[src/rtl/keyguard_pkg.sv]
package keyguard_pkg;
  localparam int DATA_W = 32;
  localparam logic [15:0] LOCK_KEY   = 16'h767B;
  localparam logic [15:0] UNLOCK_KEY = 16'hDF0D;

  typedef enum logic [1:0] {ACC_NONE, ACC_RO, ACC_WO, ACC_RW} acc_e;

  typedef enum logic [3:0] {
    K_NONE, K_SCRATCH, K_LOCK, K_UNLOCK, K_STATUS,
    K_BANK, K_RSTCTL, K_ID, K_BOOT, K_START
  } kind_e;

  typedef struct packed {
    acc_e  acc;
    kind_e kind;
  } slot_t;

  typedef enum logic {ST_OPEN = 1'b0, ST_GUARDED = 1'b1} guard_e;
endpackage

[src/rtl/keyguard_decode.sv]
module keyguard_decode
  import keyguard_pkg::*;
#(
  parameter int ADDR_W     = 8,
  parameter int BANK_BASE  = 64,
  parameter int BANK_N     = 8,
  parameter int RST_WORD   = 128,
  parameter int ID_WORD    = 144,
  parameter int BOOT_WORD  = 145,
  parameter int START_BASE = 160,
  parameter int START_N    = 2,
  parameter int IDX_W      = 3
) (
  input  logic [ADDR_W-1:0] addr,
  output slot_t             slot,
  output logic [IDX_W-1:0]  idx
);
  int a;

  always_comb begin
    a = int'(addr);
    idx = IDX_W'(a - BANK_BASE);
    slot.acc  = ACC_NONE;
    slot.kind = K_NONE;
    if (a == 0) begin
      slot.acc = ACC_RW; slot.kind = K_SCRATCH;
    end else if (a == 1) begin
      slot.acc = ACC_WO; slot.kind = K_LOCK;
    end else if (a == 2) begin
      slot.acc = ACC_WO; slot.kind = K_UNLOCK;
    end else if (a == 3) begin
      slot.acc = ACC_RO; slot.kind = K_STATUS;
    end else if (a >= BANK_BASE && a < BANK_BASE + BANK_N) begin
      slot.acc = ACC_RW; slot.kind = K_BANK;
    end else if (a == RST_WORD) begin
      slot.acc = ACC_RW; slot.kind = K_RSTCTL;
    end else if (a == ID_WORD) begin
      slot.acc = ACC_RO; slot.kind = K_ID;
    end else if (a == BOOT_WORD) begin
      slot.acc = ACC_RO; slot.kind = K_BOOT;
    end else if (a >= START_BASE && a < START_BASE + START_N) begin
      slot.acc = ACC_WO; slot.kind = K_START;
    end
  end
endmodule

[src/rtl/keyguard_guard.sv]
module keyguard_guard
  import keyguard_pkg::*;
(
  input  logic        clk,
  input  logic        rst_n,
  input  logic        wr_lock,
  input  logic        wr_unlock,
  input  logic [15:0] key,
  output logic        guarded
);
  guard_e state_q, state_d;

  always_comb begin
    state_d = state_q;
    if (wr_lock && key == LOCK_KEY)
      state_d = ST_GUARDED;
    else if (wr_unlock && key == UNLOCK_KEY)
      state_d = ST_OPEN;
  end

  always_ff @(posedge clk) begin
    if (!rst_n) state_q <= ST_GUARDED;
    else        state_q <= state_d;
  end

  assign guarded = (state_q == ST_GUARDED);
endmodule

[src/rtl/keyguard_store.sv]
module keyguard_store
  import keyguard_pkg::*;
#(
  parameter int          BANK_N    = 8,
  parameter int          IDX_W     = 3,
  parameter logic [31:0] BANK_SEED = 32'h0001_A008,
  parameter logic [31:0] BANK_STEP = 32'h0000_0104
) (
  input  logic                          clk,
  input  logic                          rst_n,
  input  logic                          we,
  input  logic [IDX_W-1:0]              idx,
  input  logic [DATA_W-1:0]             wdata,
  output logic [BANK_N-1:0][DATA_W-1:0] bank_q
);
  for (genvar i = 0; i < BANK_N; i++) begin : g_word
    localparam logic [31:0] RSTV = BANK_SEED + 32'(i) * BANK_STEP;
    always_ff @(posedge clk) begin
      if (!rst_n)
        bank_q[i] <= RSTV;
      else if (we && idx == IDX_W'(i))
        bank_q[i] <= wdata;
    end
  end
endmodule

[src/rtl/keyguard_regbank.sv]
module keyguard_regbank
  import keyguard_pkg::*;
#(
  parameter int          ADDR_W     = 8,
  parameter int          BANK_BASE  = 64,
  parameter int          BANK_N     = 8,
  parameter int          RST_WORD   = 128,
  parameter int          ID_WORD    = 144,
  parameter int          BOOT_WORD  = 145,
  parameter int          START_BASE = 160,
  parameter int          START_N    = 2,
  parameter logic [31:0] BANK_SEED  = 32'h0001_A008,
  parameter logic [31:0] BANK_STEP  = 32'h0000_0104,
  parameter logic [31:0] ID_CODE    = 32'h1B3C_0093,
  parameter logic [31:0] BOOT_VAL   = 32'h0000_0005
) (
  input  logic              clk,
  input  logic              rst_n,
  input  logic              cmd_valid,
  input  logic              cmd_write,
  input  logic [ADDR_W-1:0] cmd_addr,
  input  logic [31:0]       cmd_wdata,
  output logic              rsp_valid,
  output logic [31:0]       rsp_rdata,
  output logic              access_err,
  output logic              reset_req
);
  localparam int IDX_W = (BANK_N > 1) ? $clog2(BANK_N) : 1;

  slot_t                        slot;
  logic [IDX_W-1:0]             bank_idx;
  logic [BANK_N-1:0][DATA_W-1:0] bank_q;
  logic                         guarded;
  logic                         scr_q;
  logic [DATA_W-1:0]            rstctl_q;
  logic [DATA_W-1:0]            rmux;
  logic                         is_wr, is_rd, illegal, legal_wr;
  logic                         bank_we, rst_we, scr_we;

  keyguard_decode #(
    .ADDR_W(ADDR_W), .BANK_BASE(BANK_BASE), .BANK_N(BANK_N),
    .RST_WORD(RST_WORD), .ID_WORD(ID_WORD), .BOOT_WORD(BOOT_WORD),
    .START_BASE(START_BASE), .START_N(START_N), .IDX_W(IDX_W)
  ) u_dec (
    .addr(cmd_addr), .slot(slot), .idx(bank_idx)
  );

  assign is_wr   = cmd_valid && cmd_write;
  assign is_rd   = cmd_valid && !cmd_write;
  assign illegal = cmd_valid && ((slot.acc == ACC_NONE) ||
                                 (cmd_write  && slot.acc == ACC_RO) ||
                                 (!cmd_write && slot.acc == ACC_WO));
  assign legal_wr = is_wr && !illegal;
  assign bank_we  = legal_wr && slot.kind == K_BANK   && !guarded;
  assign rst_we   = legal_wr && slot.kind == K_RSTCTL && !guarded;
  assign scr_we   = legal_wr && slot.kind == K_SCRATCH;

  keyguard_guard u_guard (
    .clk(clk), .rst_n(rst_n),
    .wr_lock(legal_wr && slot.kind == K_LOCK),
    .wr_unlock(legal_wr && slot.kind == K_UNLOCK),
    .key(cmd_wdata[15:0]),
    .guarded(guarded)
  );

  keyguard_store #(
    .BANK_N(BANK_N), .IDX_W(IDX_W),
    .BANK_SEED(BANK_SEED), .BANK_STEP(BANK_STEP)
  ) u_store (
    .clk(clk), .rst_n(rst_n), .we(bank_we), .idx(bank_idx),
    .wdata(cmd_wdata), .bank_q(bank_q)
  );

  always_ff @(posedge clk) begin
    if (!rst_n) begin
      scr_q    <= 1'b0;
      rstctl_q <= '0;
    end else begin
      if (scr_we) scr_q    <= cmd_wdata[0];
      if (rst_we) rstctl_q <= cmd_wdata;
    end
  end

  always_comb begin
    unique case (slot.kind)
      K_SCRATCH: rmux = {31'b0, scr_q};
      K_STATUS:  rmux = {31'b0, guarded};
      K_BANK:    rmux = bank_q[bank_idx];
      K_RSTCTL:  rmux = rstctl_q;
      K_ID:      rmux = ID_CODE;
      K_BOOT:    rmux = BOOT_VAL;
      default:   rmux = '0;
    endcase
  end

  always_ff @(posedge clk) begin
    if (!rst_n) begin
      rsp_valid  <= 1'b0;
      rsp_rdata  <= '0;
      access_err <= 1'b0;
      reset_req  <= 1'b0;
    end else begin
      rsp_valid  <= is_rd;
      rsp_rdata  <= (is_rd && !illegal) ? rmux : '0;
      access_err <= illegal;
      reset_req  <= rst_we && cmd_wdata[0];
    end
  end
endmodule

[config.mk]
export PLATFORM = sky130hd
export DESIGN_NAME = keyguard_regbank
export DESIGN_NICKNAME = d
export VERILOG_FILES = /design/src/rtl/keyguard_pkg.sv /design/src/rtl/keyguard_decode.sv /design/src/rtl/keyguard_guard.sv /design/src/rtl/keyguard_store.sv /design/src/rtl/keyguard_regbank.sv
export SDC_FILE = /design/constraint.sdc
export NUM_CORES = 1
export LEC_CHECK = 0
export BUFFER_PORTS_ARGS = -buffer_cell sky130_fd_sc_hd__buf_2
export CAP_MARGIN = 25
export CORE_MARGIN = 2
export CORE_UTILIZATION = 66
export DETAILED_ROUTE_END_ITERATION = 8
export GPL_ROUTABILITY_DRIVEN = 0
export PLACE_DENSITY_LB_ADDON = 0.3
export SYNTH_ARGS = -nofsm -noshare
export SYNTH_HDL_FRONTEND = slang
export SYNTH_SLANG_ARGS = --single-unit
[constraint.sdc]
create_clock -name clk -period 5.35 [get_ports clk]
set_input_delay 1.605 -clock clk [delete_from_list [all_inputs] [get_ports clk]]
set_output_delay 1.605 -clock clk [all_outputs]
set_load 0.005 [all_outputs]
==> results.md <==
* Status: completed
* Post-DRT Antenna Nets at 0
* Final nets at between 1500 and 2000
* # IOs at 79
* Register bit count reported by yosys at ~330
* CTS hold repair buffers at 0
* Max Root-Sink Buffers at 3
* Area growth, synth to finish at 11.49%
* GRT Total Usage at 36.67%
* Routed WL at between 40 and 50 mm
* Design area at between 15000 and 20000 sq um
* Worst slew pin tran at 1.129 ns
* GR Util met3 at between 10 and 15%
* CTS HTree Levels at 2
* Critical path required time at a little under 6 ns
* DRC at 0
* CTS tree: yes
* Num CTS Buffers at 35
* Layout Utilization at between 70 and 80%
* Starting density of the core at about two thirds
* Met2 Resource Use GR at about 56%
* Met1 global-route usage at about half
* Top_reg_cell synth: dfxtp_1
* Ys async rst share at 0%
* # clock sinks at between 300 and 400
* Via density at approximately 6.4
* Synth cell types at 43
* Crit end category: flip-flop
* CP max stage cell: and3b_1
* Min cycle time layout at 3.847 ns
* Drt pass-1 iters at 5
* Synthesized cell area at between 10000 and 15000 sq um
* RSZ-0062 raised after global routing: no
* Wirelength per Cell at about 22 microns
* Slew HR at between 20% and 30%
* Worst path most repeated cell: buf_4
* Postcts setup bufs at 0
* Crit path max fanout at 24
* First-pass GRT wire length at 63.24 mm
* Gr busiest metal: met2
* Ant diodes at 0
* Post-synthesis sequential area ratio at 46.33%
* Final-report hold violation count at 0
* Final period utilization at a little under three quarters
* Number of enable flip-flop cells after synthesis at 0
* Post_cts resized at 0
* Arrival time at the worst endpoint at between 4 and 5 ns
* CP Launch Type: input pin
* Syn nets at 1651
* Peak supply drop at approximately 0.23 mV
* Initial antenna violation count at 1
* Clock skew at 0.01389 ns
* Leakage power at between 0.005 and 0.006 uW
* Hold crit path type: reg -> reg
* Iteration-0 DRC Markers at 1307
* Final setup viols at 0
* Leading area contributor after synthesis: dfxtp_1
* Root Buffer: clkbuf_16
* Critical-path cell list: buf_2 -> buf_4 -> and3b_1 -> buf_4 -> nand2_1 -> a21boi_0
* Hpwl dp at approximately 23 mm
* Placed Area at roughly 14000 sq um
* Die Width at between 100 and 150 microns
* Fmax at between 200 and 300 MHz
* Avg Cell Area, Syn at 8.739 sq um
* Core area at roughly 21000 sq um
* Synthesized netlist cell count at between 1500 and 2000
* Port Buffers at slightly below 80
* Critical path origin: cmd_addr[2]
* Cell with the most instances after synthesis: nand2_1
* Layout cells sized above 1 at 16.07%
* Rows at 53
* Reg2reg start: u_guard.guarded$_SDFFE_PP1P_
* Die area at 22460 sq um
* Vias in the first global route at between 10000 and 15000
* Final slew viol count at 0
* Pin count of the biggest net entering global routing at ~140
* Setup TNS at 0 ns
* Yosys warns at 0
* Insertion delay to the later sink of the worst-skew pair at ~0.52 ns
* Slowest stage delay, CP at roughly 0.92 ns
* Power per cell area at approximately 320 nW/um^2
* Max Cap Viol at 0
* Total gr overflow at 0
* Ranking of synthesized cells by area: dfxtp_1, nand2_1, a21boi_0, mux4_2, clkbuf_1
* Yosys top cell area share at 46.33%
* Top post-synthesis cells by count: nand2_1, dfxtp_1, a21boi_0
* DR vias at between 10000 and 15000
* Hold_sp: u_store.bank_q[148]$_SDFFE_PN0P_
* Die Ht at ~150 microns
* Setup Crit Path Kind: in -> reg
* Clk pin slew, worst setup/hold paths at about 0.06 ns
-- placed cells by master, fill, tap and decap left out, types with 2 or more instances in the layout --
cell type | netlist | routed
a21boi_0 | 226 | 226
dfxtp_1 | 325 | 325
nor2_1 | 57 | 56
nand3b_1 | 4 | 4
nand4_1 | 4 | 4
clkbuf_1 | 151 | 6
nand4b_1 | 3 | 3
and2_1 | 3 | 3
clkbuf_8 | 0 | 9
clkbuf_16 | 0 | 36
nand2_1 | 553 | 553
buf_2 | 4 | 75
buf_4 | 0 | 33
and3b_1 | 2 | 2
or2_2 | 3 | 3
or3b_2 | 2 | 2
or4_4 | 2 | 2
nor2b_1 | 5 | 3
o21ai_0 | 2 | 2
mux2i_1 | 21 | 21
clkinv_2 | 0 | 5
nor2b_2 | 0 | 2
a21boi_1 | 12 | 12
mux2_2 | 12 | 12
a221oi_1 | 12 | 12
buf_12 | 0 | 3
nor3_1 | 4 | 3
nand3_1 | 88 | 88
a21oi_1 | 20 | 20
bufinv_16 | 0 | 2
nand2b_1 | 3 | 3
mux4_2 | 64 | 64
-- sequential cells by signal, indices dropped and copies added (netlist names) --
name / flops
access_err: 1
rsp_rdata: 32
rstctl_q: 32
u_store.bank_q: 256
scr_q: 1
rsp_valid: 1
u_guard.guarded: 1
reset_req: 1
-- worst max-delay path, delay by kind of cell --
kind / cells / cell delay, ns
AO/OA/AOI/OAI: 1 / 0.17
buffers and inverters: 3 / 1.49
AND/OR/NAND/NOR: 2 / 0.99
-- metrics by stage --
| stage | setup slack, ns | hold WS [ns] | std cells | total power [uW] |
|---|---|---|---|---|
| final | 1.503 | 0.4533 | 1893 | 5071 |
| after global placement | 1.133 | 0.4398 | 1832 | 2671 |
| after detailed placement | 1.105 | 0.4473 | 1832 | 2671 |
| after floorplan | 1.803 | 0.4319 | 1607 | 2618 |
| after global routing | 1.394 | 0.4801 | 1893 | 5189 |
| after CTS | 1.589 | 0.4567 | 1893 | 5059 |
-- cells by family after synthesis --
| kind of cell | Yosys count | synth area share, % |
|---|---|---|
| AO/OA/AOI/OAI | 279 | 14.68 |
| XOR/XNOR | 1 | 0.06238 |
| flip-flops | 325 | 46.33 |
| AND/OR/NAND/NOR | 742 | 21.76 |
| multiplexers | 97 | 12.72 |
| buffers and inverters | 163 | 4.446 |
-- worst paths after layout --
kind,slack (ns),to,cells past startpoint
max,1.50,u_store.bank_q[136]$_SDFFE_PN0P_,6
min,0.45,u_store.bank_q[148]$_SDFFE_PN0P_,2
max reg2reg,2.53,u_store.bank_q[78]$_SDFFE_PN0P_,7
min reg2reg,0.45,u_store.bank_q[148]$_SDFFE_PN0P_,2
-- metal layers --
metal | wire [microns] | vias to the layer above
met5 | 11 | -
met4 | 1427 | 2
met3 | 5581 | 122
met2 | 18480 | 765
met1 | 15630 | 5791
li1 | - | 5369
-- area by class of cell --
class | count | area [sq um]
clock buffers | 51 | 1047
clock inverters | 10 | 121.4
fillers | 1417 | 5298
inverters | 1 | 3.754
multi-input cells | 1119 | 6940
flip-flops and latches | 325 | 6506
well taps | 275 | 344.1
repair buffers | 112 | 694.4
-- where the power goes --
| group | switching, uW | leakage [uW] | internal [uW] | total, uW |
|---|---|---|---|---|
| clock | 987 | 0.000581 | 1460 | 2450 |
| combinational | 128 | 0.00238 | 75.2 | 203 |
| sequential | 0.130 | 0.00262 | 2420 | 2420 |
Power figures use the tool's default switching activity.
